`config.mk`:
```
export PLATFORM = sky130hd
export DESIGN_NAME = supply_supervisor_core
export DESIGN_NICKNAME = d
export VERILOG_FILES = /design/src/rtl/supv_pkg.sv /design/src/rtl/supv_sync.sv /design/src/rtl/supv_mr_filter.sv /design/src/rtl/supv_timeout.sv /design/src/rtl/supply_supervisor_core.sv
export SDC_FILE = /design/constraint.sdc
export NUM_CORES = 1
export LEC_CHECK = 0
export ABC_AREA = 1
export BUFFER_PORTS_ARGS = -buffer_cell sky130_fd_sc_hd__buf_2
export CAP_MARGIN = 20
export CELL_PAD_IN_SITES_DETAIL_PLACEMENT = 0
export CELL_PAD_IN_SITES_GLOBAL_PLACEMENT = 1
export CORE_UTILIZATION = 40
export CTS_CLUSTER_DIAMETER = 150
export DETAILED_ROUTE_END_ITERATION = 8
export GPL_TIMING_DRIVEN = 0
export PLACE_DENSITY_LB_ADDON = 0.1
export SYNTH_ARGS = -nofsm -noshare
export SYNTH_HDL_FRONTEND = slang
export SYNTH_SLANG_ARGS = --single-unit
```
`constraint.sdc`:
```
create_clock -name clk -period 3.65 [get_ports clk]
set_input_delay 0.365 -clock clk [delete_from_list [all_inputs] [get_ports clk]]
set_output_delay 0.365 -clock clk [all_outputs]
set_load 0.01 [all_outputs]
```
`src/rtl/supv_pkg.sv`:
```
package supv_pkg;
  typedef enum logic [1:0] {
    DRV_MONITOR = 2'd0,
    DRV_RELEASE = 2'd1,
    DRV_FORCE   = 2'd2
  } drive_mode_e;
endpackage

```
`src/rtl/supv_sync.sv`:
```
module supv_sync #(
  parameter int W = 1,
  parameter logic [W-1:0] RST_VAL = '0
) (
  input  logic         clk,
  input  logic         rst_n,
  input  logic [W-1:0] d,
  output logic [W-1:0] q
);
  logic [W-1:0] meta_q;

  always_ff @(posedge clk or negedge rst_n) begin
    if (!rst_n) begin
      meta_q <= RST_VAL;
      q      <= RST_VAL;
    end else begin
      meta_q <= d;
      q      <= meta_q;
    end
  end
endmodule

```
`src/rtl/supv_mr_filter.sv`:
```
module supv_mr_filter #(
  parameter int FILT_CYCLES = 8
) (
  input  logic clk,
  input  logic rst_n,
  input  logic mr_n_s,
  output logic mr_act
);
  localparam int CW = $clog2(FILT_CYCLES + 1);
  localparam logic [CW-1:0] LAST = CW'(FILT_CYCLES - 1);

  logic [CW-1:0] cnt_q, cnt_d;
  logic          act_d;
  logic          differ;

  assign differ = (~mr_n_s) != mr_act;

  always_comb begin
    cnt_d = '0;
    act_d = mr_act;
    if (differ) begin
      if (cnt_q == LAST) begin
        act_d = ~mr_act;
      end else begin
        cnt_d = cnt_q + 1'b1;
      end
    end
  end

  always_ff @(posedge clk or negedge rst_n) begin
    if (!rst_n) begin
      cnt_q  <= '0;
      mr_act <= 1'b0;
    end else begin
      cnt_q  <= cnt_d;
      mr_act <= act_d;
    end
  end
endmodule

```
`src/rtl/supv_timeout.sv`:
```
module supv_timeout #(
  parameter int CNT_W           = 24,
  parameter int DEFAULT_TIMEOUT = 10_000_000
) (
  input  logic             clk,
  input  logic             rst_n,
  input  logic             restart,
  input  logic             fixed_sel,
  input  logic [CNT_W-1:0] prog_len,
  output logic             hold
);
  localparam logic [CNT_W-1:0] DEF_LEN = CNT_W'(DEFAULT_TIMEOUT);

  logic [CNT_W-1:0] cnt_q, cnt_d, limit;
  logic             hold_d, cnt_en;

  assign limit  = (fixed_sel || (prog_len == '0)) ? DEF_LEN : prog_len;
  assign cnt_en = restart | hold;

  always_comb begin
    cnt_d  = cnt_q;
    hold_d = hold;
    if (restart) begin
      cnt_d  = '0;
      hold_d = 1'b1;
    end else if (hold) begin
      if (({1'b0, cnt_q} + 1'b1) >= {1'b0, limit}) begin
        cnt_d  = '0;
        hold_d = 1'b0;
      end else begin
        cnt_d = cnt_q + 1'b1;
      end
    end
  end

  always_ff @(posedge clk or negedge rst_n) begin
    if (!rst_n) begin
      cnt_q <= '0;
      hold  <= 1'b1;
    end else if (cnt_en) begin
      cnt_q <= cnt_d;
      hold  <= hold_d;
    end
  end
endmodule

```
`src/rtl/supply_supervisor_core.sv`:
```
module supply_supervisor_core
  import supv_pkg::*;
#(
  parameter int NUM_RAILS          = 4,
  parameter int CNT_W              = 24,
  parameter int DEFAULT_TIMEOUT    = 10_000_000,
  parameter int MR_FILT_CYCLES     = 8,
  parameter int MARGIN_EXIT_CYCLES = 1000
) (
  input  logic                 clk,
  input  logic                 rst_n,
  input  logic [NUM_RAILS-1:0] uv_flag_i,
  input  logic [NUM_RAILS-1:0] ov_flag_i,
  input  logic                 mrst_n_i,
  input  logic                 margin_n_i,
  input  logic                 lockout_i,
  input  logic                 fixed_tmo_i,
  input  logic [CNT_W-1:0]     tmo_cycles_i,
  output logic [NUM_RAILS-1:0] uv_fault_n_o,
  output logic [NUM_RAILS-1:0] ov_fault_n_o,
  output logic                 sys_rst_n_o
);
  localparam int SW = 2 * NUM_RAILS + 3;
  localparam int MW = $clog2(MARGIN_EXIT_CYCLES + 1);
  localparam logic [MW-1:0] EXIT_LEN = MW'(MARGIN_EXIT_CYCLES);
  // lockout=1, margin_n=1, mr_n=1, flags=0 while in reset
  localparam logic [SW-1:0] SYNC_RST = {3'b111, {(2 * NUM_RAILS){1'b0}}};

  logic [SW-1:0]        sync_q;
  logic [NUM_RAILS-1:0] uv_s, ov_s;
  logic                 mr_n_s, margin_n_s, lock_s;
  logic                 mr_act, hold, fault_any, restart, mask;
  logic [MW-1:0]        exit_q, exit_d;
  logic                 exit_en;
  drive_mode_e          mode;

  supv_sync #(.W(SW), .RST_VAL(SYNC_RST)) u_sync (
    .clk  (clk),
    .rst_n(rst_n),
    .d    ({lockout_i, margin_n_i, mrst_n_i, ov_flag_i, uv_flag_i}),
    .q    (sync_q)
  );

  assign uv_s       = sync_q[NUM_RAILS-1:0];
  assign ov_s       = sync_q[2*NUM_RAILS-1:NUM_RAILS];
  assign mr_n_s     = sync_q[2*NUM_RAILS];
  assign margin_n_s = sync_q[2*NUM_RAILS+1];
  assign lock_s     = sync_q[2*NUM_RAILS+2];

  supv_mr_filter #(.FILT_CYCLES(MR_FILT_CYCLES)) u_mr (
    .clk   (clk),
    .rst_n (rst_n),
    .mr_n_s(mr_n_s),
    .mr_act(mr_act)
  );

  assign fault_any = (|uv_s) | (|ov_s) | mr_act;
  assign restart   = fault_any | lock_s;

  supv_timeout #(.CNT_W(CNT_W), .DEFAULT_TIMEOUT(DEFAULT_TIMEOUT)) u_tmo (
    .clk      (clk),
    .rst_n    (rst_n),
    .restart  (restart),
    .fixed_sel(fixed_tmo_i),
    .prog_len (tmo_cycles_i),
    .hold     (hold)
  );

  // margin exit window: reload while margin held, count down after release
  assign exit_en = !margin_n_s || (exit_q != '0);

  always_comb begin
    if (!margin_n_s) exit_d = EXIT_LEN;
    else             exit_d = exit_q - 1'b1;
  end

  always_ff @(posedge clk or negedge rst_n) begin
    if (!rst_n)       exit_q <= '0;
    else if (exit_en) exit_q <= exit_d;
  end

  assign mask = exit_en;

  always_comb begin
    if (lock_s)    mode = DRV_FORCE;
    else if (mask) mode = DRV_RELEASE;
    else           mode = DRV_MONITOR;
  end

  always_comb begin
    unique case (mode)
      DRV_FORCE: begin
        uv_fault_n_o = '0;
        ov_fault_n_o = '0;
        sys_rst_n_o  = 1'b0;
      end
      DRV_RELEASE: begin
        uv_fault_n_o = '1;
        ov_fault_n_o = '1;
        sys_rst_n_o  = 1'b1;
      end
      default: begin
        uv_fault_n_o = ~uv_s;
        ov_fault_n_o = ~ov_s;
        sys_rst_n_o  = ~(hold | fault_any);
      end
    endcase
  end
endmodule

```
==> summary.txt <==
layout cells sized above 1 - 0.218
CTS Buffer Depth - 2
die area - 10,200 um2
outcome - finished, final reports clean
Wirelength per Cell - 12.7 um
Leakage - 0.00225 uW
DRC - 0
worst-skew pair later-pin latency - 0.34 ns
antenna violations before repair - 0
Startpoint Class - flip-flop
fin. max-slew vios - 0
Area Overhead vs Synth - 14.9%
Worst Hold Class - input port to asynchronous set/reset pin
clock transition time at the flip-flop clock pins of the worst setup and hold paths - 0.08 ns
vias in the first global route - 2,997
ANT cells - 0
Buffers on Ports - 46
setup fix buffers added after clock tree synthesis - 0
reg2reg setup slack - 0.52 ns
Tcrit/Tclk final - 0.858
clk root buf - clkbuf_8
floorplan core area - 9370 um2
nets@finish - 607
gr usage total - 0.186
Max Fanout on Critical Path - 10
Hold Buf Count CTS - 0
max cap viols - 0
boundary pin count - 47
Worst R2R End - u_tmo.cnt_q[23]$_DFFE_PN0P_
minimum clock period - 3.13 ns
HPWL after DPL - 6610 um
library cells used by synthesis - 40
PwrDens - 334 nW/um2
crit end category - flip-flop
first-pass GRT wire length - 14,400 um
DRT Pass-1 Iters - 4
final setup vio count - 0
CTS resizes - 0
net count after synthesis - 550
CTS tree - yes
synth warn - 0
final hold vios - 0
Peak VDD IR - 0.000239 V
Mapped Cells - 485
vias per inst - 4.77
clk_skew - 0.00547 ns
post-layout util - 0.479
row cnt - 35
Final ANT Viol Nets - 0
synthesized area per cell - 8.06 um2
final setup TNS - 0 ns
Crit Path Class - flip-flop to flip-flop
largest net degree at the start of global routing - 63
Worst Tran Pin Value - 0.791 ns
synthesis-stage register bit count - 62
sequential area share after synthesis - 0.399
worst r2r src - u_tmo.cnt_q[0]$_DFFE_PN0P_
FMAX - 319 MHz
RSZ-0062 raised after global routing - false
gpl congestion - 0.810
Worst EP required - 3.89 ns
Post-Route WL - 8570 um
Initial DRC Count - 82
Clock Sinks - 62
Critical Path AT - 3.37 ns
Initial Util - 0.417
die height - 101 um
Max-slew headroom - 0.472
grt ovf - 0
CTS H-Tree Depth - 3
CTS Buf Count - 9
Post-Syn Area - 3910 um2
number of fill cells - 967
DR vias - 3,222
Die W - 101 um
Reg2Reg Depth - 17
[flip-flops by register name, indices dropped and copies added (netlist names)]
signal / count
u_tmo.cnt_q: 24
u_sync.q: 11
u_sync.meta_q: 11
u_mr.mr_act: 1
u_tmo.hold: 1
exit_q: 10
u_mr.cnt_q: 4
[cells in the final DEF, fill, tap and decap left out, drive strengths merged, types with 2 or more instances in the layout]
cell	instances
nand3	17
o21ai	29
xnor2	9
buf	54
nor2	50
nor4	8
and2	2
nand2	150
inv	63
nand4	9
nand3b	4
a21oi	20
clkbuf	10
ha	27
dfstp	7
xor2	13
or2	2
dfrtp	55
nor3	11
[final cells by class]
cell class                      count  area [um2]  area share
Buffer                              9        76.3      0.0170
Clock buffer                        9         124      0.0276
Clock inverter                      7        62.6      0.0139
Inverter                           58         219      0.0488
Multi-Input combinational cell    356        2050       0.457
Sequential cell                    62        1560       0.348
Tap cell                          129         161      0.0360
Timing Repair Buffer               46         233      0.0519
[per-layer routing]
layer,vias up,track usage,part of all wire
met4,0,0.0502,0.0074
met1,1494,0.260,0.50
met2,41,0.291,0.47
met5,-,0,0
li1,1681,-,-
met3,6,0.0395,0.026
[worst max path at each step]
| stage | endpoint | startpoint | slack, ns |
|---|---|---|---|
| 2_1_floorplan | u_tmo.cnt_q[0]$_DFFE_PN0P_ | u_tmo.cnt_q[0]$_DFFE_PN0P_ | 1.04 |
| 3_3_place_gp | u_tmo.cnt_q[0]$_DFFE_PN0P_ | tmo_cycles_i[5] | 0.41 |
| 3_5_place_dp | u_tmo.cnt_q[22]$_DFFE_PN0P_ | tmo_cycles_i[5] | 0.43 |
| 4_1_cts | u_tmo.cnt_q[22]$_DFFE_PN0P_ | u_tmo.cnt_q[0]$_DFFE_PN0P_ | 0.53 |
| 5_1_grt | u_tmo.cnt_q[15]$_DFFE_PN0P_ | u_tmo.cnt_q[0]$_DFFE_PN0P_ | 0.34 |
| 6_report | u_tmo.cnt_q[23]$_DFFE_PN0P_ | u_tmo.cnt_q[0]$_DFFE_PN0P_ | 0.52 |
[logic make-up after synthesis]
family,synth area share
AOI/OAI and AO/OA,0.0913
adders and majority gates,0.0865
DFF,0.399
buffers and inverters,0.0756
xor gates and xnor gates,0.0493
and+or+nand+nor,0.298
[power by group]
part | internal (uW) | switching, uW | total, uW
combinational | 65.5 | 96.8 | 162
clock | 263 | 319 | 582
sequential | 727 | 27.1 | 754
[metrics by stage]
stage               cells  power (uW)  hold slack, ns  worst slack (ns)  instance area, um2
floorplan             485         864          0.0694              1.04                3910
global placement      660         928           0.335             0.407                4300
detailed placement    660         933           0.336             0.427                4300
CTS                   676        1530          0.0853             0.528                4490
global route          676        1590          0.0805             0.337                4490
finish                676        1500           0.100             0.519                4490
[cells in the mapped netlist]
cell type	number	area [um2]
buf_6	4	45.0
o21ai_0	7	35.0
o21ai_2	18	158
a21oi_1	18	90.1
clkbuf_1	1	3.75
o211ai_1	1	7.51
or2_2	1	6.26
nand3_2	2	20.0
o22ai_1	1	6.26
xnor2_1	9	78.8
and2_1	1	6.26
nand2_1	145	544
a21o_1	1	7.51
buf_4	3	22.5
buf_2	1	5.00
o31ai_1	1	7.51
nand3b_1	4	30.0
a21oi_2	2	17.5
nor2_2	3	18.8
nor2_1	42	158
nand3_1	14	70.1
ha_1	27	338
nor3_2	2	20.0
nor3_1	9	45.0
nand3_4	1	17.5
clkinv_2	1	5.00
and2_0	1	6.26
inv_1	57	214
or2_4	1	8.76
nor2_4	5	56.3
xor2_1	13	114
nand2_4	1	11.3
dfrtp_1	55	1380
dfstp_2	7	184
nor4_1	7	43.8
o21ai_1	4	20.0
nand2_2	4	25.0
nand4_1	9	56.3
a211oi_1	1	7.51
nor4_4	1	21.3
[critical path: stages, from the launching register on]
cell	delay, ns
dfrtp_1	0.42
ha_1	0.23
nand2_2	0.09
nor2_4	0.18
nand2_4	0.10
nor2_1	0.25
nand3_1	0.11
nand2_1	0.08
nand2_1	0.10
ha_1	0.32
nand3_1	0.07
nor3_1	0.26
inv_1	0.09
a21oi_2	0.18
nand3_2	0.13
nand3_4	0.15
buf_6	0.20
o21ai_2	0.06
Note: power is estimated with default switching activity, not from simulation.
